--- config.mk ---
export PLATFORM = sky130hd
export DESIGN_NAME = io_pd_top
export DESIGN_NICKNAME = d
export VERILOG_FILES = /design/src/rtl/io_pd_pkg.sv /design/src/rtl/io_pd_addr_latch.sv /design/src/rtl/io_pd_decode.sv /design/src/rtl/io_pd_out_bank.sv /design/src/rtl/io_pd_in_mux.sv /design/src/rtl/io_pd_top.sv
export SDC_FILE = /design/constraint.sdc
export NUM_CORES = 1
export LEC_CHECK = 0
export BUFFER_PORTS_ARGS = -buffer_cell sky130_fd_sc_hd__buf_2
export CAP_MARGIN = 20
export CORE_AREA = 3 3 141 170
export CTS_CLUSTER_DIAMETER = 50
export CTS_CLUSTER_SIZE = 40
export DETAILED_ROUTE_END_ITERATION = 12
export DIE_AREA = 0 0 144 173
export REMOVE_ABC_BUFFERS = 1
export SETUP_SLACK_MARGIN = 0.02
export SLEW_MARGIN = 10
export SYNTH_ARGS = -nofsm -noshare
export SYNTH_HDL_FRONTEND = slang
export SYNTH_SLANG_ARGS = --single-unit
--- constraint.sdc ---
create_clock -name clk -period 3.8 [get_ports clk]
set_input_delay 0.38 -clock clk [delete_from_list [all_inputs] [get_ports clk]]
set_output_delay 0.38 -clock clk [all_outputs]
set_load 0.02 [all_outputs]
--- src/rtl/io_pd_pkg.sv ---
// Package: shared cycle classification for the I/O port decoder.
// Assumes active-high read/write strobes and mem_io high for memory cycles.
package io_pd_pkg;

    typedef enum logic [1:0] {
        CYC_IDLE    = 2'd0,
        CYC_WRITE   = 2'd1,
        CYC_READ    = 2'd2,
        CYC_ILLEGAL = 2'd3
    } io_cyc_e;

    // Classify the current bus cycle from the control lines.
    function automatic io_cyc_e classify(input logic mem_io, input logic rd, input logic wr);
        if (mem_io)         return CYC_IDLE;
        else if (rd && wr)  return CYC_ILLEGAL;
        else if (wr)        return CYC_WRITE;
        else if (rd)        return CYC_READ;
        else                return CYC_IDLE;
    endfunction

endpackage

--- src/rtl/io_pd_addr_latch.sv ---
// Module: io_pd_addr_latch
// Keeps the port address from the multiplexed bus while the address strobe
// is high, and holds it through the data phase until the next strobe.
// Assumes the address sits on the low ADDR_W bits of the bus.
module io_pd_addr_latch #(
    parameter int ADDR_W = 4
) (
    input  logic              clk,
    input  logic              rst_n,
    input  logic              ale,
    input  logic [ADDR_W-1:0] bus_addr,
    output logic [ADDR_W-1:0] addr_q
);

    // Address register: follows the bus during the strobe, holds afterwards.
    always_ff @(posedge clk) begin
        if (!rst_n)   addr_q <= '0;
        else if (ale) addr_q <= bus_addr;
    end

    // address follows the bus while the strobe is high
    a_r1_follow: assert property (@(posedge clk) disable iff (!rst_n)
        ale |=> addr_q == $past(bus_addr));

    // address holds while the strobe is low
    a_r1_hold: assert property (@(posedge clk) disable iff (!rst_n)
        !ale |=> $stable(addr_q));

endmodule

--- src/rtl/io_pd_decode.sv ---
// Module: io_pd_decode
// One-of-N decode of the held address, qualified by the cycle type,
// giving independent input and output enables for each port.
// Assumes NPORTS = 2**ADDR_W.
module io_pd_decode
    import io_pd_pkg::*;
#(
    parameter int ADDR_W = 4,
    localparam int NPORTS = 1 << ADDR_W
) (
    input  logic              clk,
    input  logic              rst_n,
    input  logic [ADDR_W-1:0] addr_q,
    input  logic              mem_io,
    input  logic              rd,
    input  logic              wr,
    output logic [NPORTS-1:0] in_en,
    output logic [NPORTS-1:0] out_en
);

    io_cyc_e          cyc;
    logic [NPORTS-1:0] sel;

    // Cycle type from the control lines.
    always_comb cyc = classify(mem_io, rd, wr);

    for (genvar k = 0; k < NPORTS; k++) begin : g_sel
        // Select line k: held address equals k.
        assign sel[k]    = (addr_q == ADDR_W'(k));
        // Qualified enables for port k.
        assign out_en[k] = sel[k] && (cyc == CYC_WRITE);
        assign in_en[k]  = sel[k] && (cyc == CYC_READ);
    end

    // no more than one enable across both directions
    a_r6_single: assert property (@(posedge clk) disable iff (!rst_n)
        $onehot0({in_en, out_en}));

    // memory cycles enable no port
    a_r4_mem_quiet: assert property (@(posedge clk) disable iff (!rst_n)
        mem_io |-> ({in_en, out_en} == '0));

    // both strobes together enable no port
    a_r5_illegal: assert property (@(posedge clk) disable iff (!rst_n)
        (rd && wr) |-> ({in_en, out_en} == '0));

endmodule

--- src/rtl/io_pd_out_bank.sv ---
// Module: io_pd_out_bank
// Bank of output-port registers, each loading the bus under its own enable.
// Assumes enables are one-hot or zero.
module io_pd_out_bank #(
    parameter int NPORTS = 16,
    parameter int DATA_W = 8
) (
    input  logic                     clk,
    input  logic                     rst_n,
    input  logic [NPORTS-1:0]        out_en,
    input  logic [DATA_W-1:0]        bus_in,
    output logic [NPORTS*DATA_W-1:0] out_regs
);

    for (genvar k = 0; k < NPORTS; k++) begin : g_port
        // Output register k: clear on reset, load bus data when enabled.
        always_ff @(posedge clk) begin
            if (!rst_n)        out_regs[k*DATA_W +: DATA_W] <= '0;
            else if (out_en[k]) out_regs[k*DATA_W +: DATA_W] <= bus_in;
        end

        // enabled register takes the bus value
        a_r7_load: assert property (@(posedge clk) disable iff (!rst_n)
            out_en[k] |=> out_regs[k*DATA_W +: DATA_W] == $past(bus_in));

        // register keeps its value when not enabled
        a_r8_hold: assert property (@(posedge clk) disable iff (!rst_n)
            !out_en[k] |=> $stable(out_regs[k*DATA_W +: DATA_W]));
    end

endmodule

--- src/rtl/io_pd_in_mux.sv ---
// Module: io_pd_in_mux
// Routes the enabled input port's data onto the bus and raises the drive
// enable. Assumes input enables are one-hot or zero.
module io_pd_in_mux #(
    parameter int NPORTS = 16,
    parameter int DATA_W = 8
) (
    input  logic [NPORTS-1:0]        in_en,
    input  logic [NPORTS*DATA_W-1:0] in_port_data,
    output logic [DATA_W-1:0]        bus_out,
    output logic                     bus_oe
);

    // AND-OR multiplexer: zero when no port is enabled.
    always_comb begin
        bus_out = '0;
        for (int k = 0; k < NPORTS; k++) begin
            bus_out |= in_port_data[k*DATA_W +: DATA_W] & {DATA_W{in_en[k]}};
        end
    end

    // Drive enable follows any active input enable.
    assign bus_oe = |in_en;

endmodule

--- src/rtl/io_pd_top.sv ---
// Module: io_pd_top
// I/O port decoder for a multiplexed address/data bus: keeps the address,
// decodes it into per-port selects, qualifies them with the cycle type,
// loads output ports on writes and drives input data on reads.
// Assumes DATA_W >= ADDR_W; the bus is split into in/out/enable here.
module io_pd_top #(
    parameter int ADDR_W = 4,
    parameter int DATA_W = 8,
    localparam int NPORTS = 1 << ADDR_W
) (
    input  logic                     clk,
    input  logic                     rst_n,
    input  logic                     ale,
    input  logic                     mem_io,
    input  logic                     rd,
    input  logic                     wr,
    input  logic [DATA_W-1:0]        bus_in,
    input  logic [NPORTS*DATA_W-1:0] in_port_data,
    output logic [NPORTS-1:0]        in_en,
    output logic [NPORTS-1:0]        out_en,
    output logic [NPORTS*DATA_W-1:0] out_regs,
    output logic [DATA_W-1:0]        bus_out,
    output logic                     bus_oe
);

    logic [ADDR_W-1:0] addr_q;

    io_pd_addr_latch #(.ADDR_W(ADDR_W)) u_addr (
        .clk      (clk),
        .rst_n    (rst_n),
        .ale      (ale),
        .bus_addr (bus_in[ADDR_W-1:0]),
        .addr_q   (addr_q)
    );

    io_pd_decode #(.ADDR_W(ADDR_W)) u_dec (
        .clk    (clk),
        .rst_n  (rst_n),
        .addr_q (addr_q),
        .mem_io (mem_io),
        .rd     (rd),
        .wr     (wr),
        .in_en  (in_en),
        .out_en (out_en)
    );

    io_pd_out_bank #(.NPORTS(NPORTS), .DATA_W(DATA_W)) u_out (
        .clk      (clk),
        .rst_n    (rst_n),
        .out_en   (out_en),
        .bus_in   (bus_in),
        .out_regs (out_regs)
    );

    io_pd_in_mux #(.NPORTS(NPORTS), .DATA_W(DATA_W)) u_in (
        .in_en        (in_en),
        .in_port_data (in_port_data),
        .bus_out      (bus_out),
        .bus_oe       (bus_oe)
    );

    // bus driven only in a qualified read cycle
    a_r9_drive_read: assert property (@(posedge clk) disable iff (!rst_n)
        bus_oe |-> (!mem_io && rd && !wr));

    // block releases the bus outside read cycles
    a_r9_quiet: assert property (@(posedge clk) disable iff (!rst_n)
        !bus_oe |-> (bus_out == '0));

endmodule

==> results.cfg <==
[synth]
synth_simple_gate_area_frac = 0.249
ys_warn_count = 0
netlist-cell-type-count = 40
mappedNetlistArea_sq_um = 6670
synth-seq-area-share = 0.396
post-synth-top-area-fraction = 0.396
synth_xor_xnor_area_share = 0
ys_seq_elements = 132
synth_cells = 703
cell_taking_the_most_area_after_synthesis = sky130_fd_sc_hd__dfxtp_1
synth_compound_gate_area_share = 0.0548
syn_avg_cell_area_sq_um = 9.49
synth_top_cells_by_area = sky130_fd_sc_hd__dfxtp_1 (40%), sky130_fd_sc_hd__mux2i_1 (21%), sky130_fd_sc_hd__nor2b_1 (13%), sky130_fd_sc_hd__and3b_1 (2.0%), sky130_fd_sc_hd__clkbuf_1 (1.9%)
synth-adder-area-share = 0
synth_top_family_by_area = simple AND/OR/NAND/NOR gates
synth.mux.area_fraction = 0.242

[detailed_routing]
ant_nets = 0
post-route-drc-count = 0
avgViaCountPerCell = 4.75
drt-total-wl_um = 24500
drt-pass1-iter-count = 4
drtIter0Drc = 197
routedWlPerCell_um = 19.3
detailroute.via_count = 6049

[floorplan]
fp.dieArea_sq_um = 24900
std_cell_rows = 60
fp.coreArea_sq_um = 22400
start_util = 0.297
ios = 311
die_y_um = 173
floorplan.die.width_um = 144

[layout]
synthToLayoutAreaGrowth_pct = 35.1
antenna_cells = 0
final_cell_area_sq_um = 9010
leading_cell_types_in_the_layout_fill_and_taps_excluded = sky130_fd_sc_hd__buf_2 (310), sky130_fd_sc_hd__mux2i_1 (140), sky130_fd_sc_hd__nor2b_1 (137)
most_common_cell_after_layout_fill_and_taps_aside = sky130_fd_sc_hd__buf_2
nNetsFinal = 1123
drive_above_1_share = 0.394
fin_util = 0.402

[critical_path]
r2r_setup_slack_ps = 1410
cp_slowest_stage_delay_ps = 710
setup.worst_path.start_class = flop
crit_path_end_kind = primary output
critical_path_origin = u_addr.addr_q[2]
max_stage_delay_cell_worst_path = sky130_fd_sc_hd__or3_1
worstReg2RegStart = u_addr.addr_q[2]
worst-endpoint-required_ps = 3420
critical_path_class = flop to primary output
maximum_fanout_along_the_worst_path = 15
crit_path_cell_trace = buf_4 > nand4bb_1 > or3_1 > inv_1 > buf_2
crit_arrival_ps = 2570

[power_and_ir_drop]
design_power_total_mw = 3.46
powerDensity_nw_per_um2 = 384
max-vdd-ir-drop_mv = 0.223
power.static_leakage_nw = 4.75

[clock_network]
cts_sinks = 132
cts_tree = done
worstSkewPairLatency_ps = 420
cts.hold.buffers_added = 0
cts-resized-gates = 0
post_cts_buffers = 0
clkSlewWorstSetupHoldPaths_ps = 60
cts-buffers-inserted = 17
cts-htree-levels = 4
cts.root.buffer_cell = sky130_fd_sc_hd__clkbuf_16
ctsLongestPathBuffers = 2

[placed_design]
globalplace.congestion = 0.945
placed_cell_area_sq_um = 8390
io_buffers = 310
place.detailed.hpwl_um = 18600

[timing]
period_share = 0.776
unrepaired_setup_endpoints_after_global_routing = no
setup_viol = 0
fin_skew_ps = 7.74
finalWorstPathRequiredPeriod_ps = 2950
max_slew.worst_pin.slew_ps = 925
fin_tns_setup_ps = 0
maxClockFrequency_ghz = 0.339
report.final.hold_viol_count = 0
worst_hold_slack_ps = 331
finalMaxSlewViolations = 0
maxSlewHeadroom = 0.383

[global_route]
maximum_number_of_pins_on_one_net_before_global_route_repair = 74
grt.total_usage = 0.190
globalRoute.totalOverflow = 0
grt_antenna_before_repair = 2
grt_pass1_wl_um = 35900
grt_pass1_vias = 6099

[worst_hold_path]
timing.hold.worst.class = input port to flop
hold_path.startpoint = ale

[outcome]
status = finished clean

[flow_run]
drv_cap = 0
==> synth_stat cells <==
cell type	n
sky130_fd_sc_hd__buf_6	5
sky130_fd_sc_hd__o21ai_0	14
sky130_fd_sc_hd__o22ai_1	1
sky130_fd_sc_hd__nand2b_1	2
sky130_fd_sc_hd__nor2_1	29
sky130_fd_sc_hd__buf_2	23
sky130_fd_sc_hd__and2_1	2
sky130_fd_sc_hd__mux2_2	8
sky130_fd_sc_hd__a2bb2oi_1	1
sky130_fd_sc_hd__and3_1	7
sky130_fd_sc_hd__nor3b_1	8
sky130_fd_sc_hd__or4_1	7
sky130_fd_sc_hd__a31oi_1	17
sky130_fd_sc_hd__clkbuf_1	33
sky130_fd_sc_hd__nand2_2	1
sky130_fd_sc_hd__a22oi_1	15
sky130_fd_sc_hd__buf_8	1
sky130_fd_sc_hd__nand4bb_1	1
sky130_fd_sc_hd__or3_1	4
sky130_fd_sc_hd__nor4bb_1	1
sky130_fd_sc_hd__nor3_1	4
sky130_fd_sc_hd__inv_1	14
sky130_fd_sc_hd__mux2_4	8
sky130_fd_sc_hd__a21oi_1	7
sky130_fd_sc_hd__dfxtp_1	132
sky130_fd_sc_hd__o221ai_1	1
sky130_fd_sc_hd__or2_2	7
sky130_fd_sc_hd__or2_1	1
sky130_fd_sc_hd__nand3b_1	8
sky130_fd_sc_hd__nand3_2	1
sky130_fd_sc_hd__and3b_1	15
sky130_fd_sc_hd__nand3_1	10
sky130_fd_sc_hd__mux2i_1	140
sky130_fd_sc_hd__buf_1	4
sky130_fd_sc_hd__a211o_1	1
sky130_fd_sc_hd__nor3b_2	3
sky130_fd_sc_hd__a32oi_1	1
sky130_fd_sc_hd__buf_4	2
sky130_fd_sc_hd__nor2b_1	137
sky130_fd_sc_hd__nand2_1	27
==> power by group <==
group,internal (mW),switching (mW),total (mW)
Combinational,0.155,0.198,0.353
Sequential,1.39,0.00575,1.40
Clock,1.08,0.626,1.71
==> worst paths after layout <==
check	cells after the start	end
setup / recovery	5	out_en[12]
hold / removal	3	u_addr.addr_q[2]
setup reg to reg	6	u_out.out_regs[63]
hold reg to reg	2	u_out.out_regs[21]
==> critical path, delay by kind of cell (launching register included) <==
kind	cells	cell delay, ps
buffers and inverters	3	530
flip-flops	1	560
AND/OR/NAND/NOR	2	1070
==> sequential cells by signal (all words and copies together), names as in the netlist <==
signal          cells
u_addr.addr_q       4
u_out.out_regs    128
==> cell families after synthesis <==
group           Yosys count
simple gates            275
mux                     156
flops                   132
buf+inv                  82
compound gates           58
==> cell type report <==
| class | instances | area, sq um |
|---|---|---|
| multi-input cells | 489 | 3660 |
| clock inverters | 12 | 154 |
| flip-flops and latches | 132 | 2640 |
| inverters | 14 | 52.6 |
| fillers | 2313 | 13400 |
| repair buffers | 327 | 1690 |
| well taps | 279 | 349 |
| clock buffers | 20 | 467 |
==> per-stage QoR <==
step | setup slack, ps | std cells
after floorplan | 361 | 635
after global placement | 1030 | 1240
after detailed placement | 925 | 1240
after CTS | 446 | 1272
after global routing | 640 | 1273
final | 850 | 1273
==> metal layers <==
layer | share of wire | vias to the layer above | GRT usage | wire length [um]
met5 | 0.00053 | - | 0 | 13
met4 | 0.047 | 2 | 0.0965 | 1150
met3 | 0.076 | 53 | 0.0534 | 1860
met2 | 0.50 | 258 | 0.334 | 12200
met1 | 0.38 | 2787 | 0.203 | 9300
li1 | - | 2949 | - | -
Note: power is estimated with default switching activity, not from simulation.
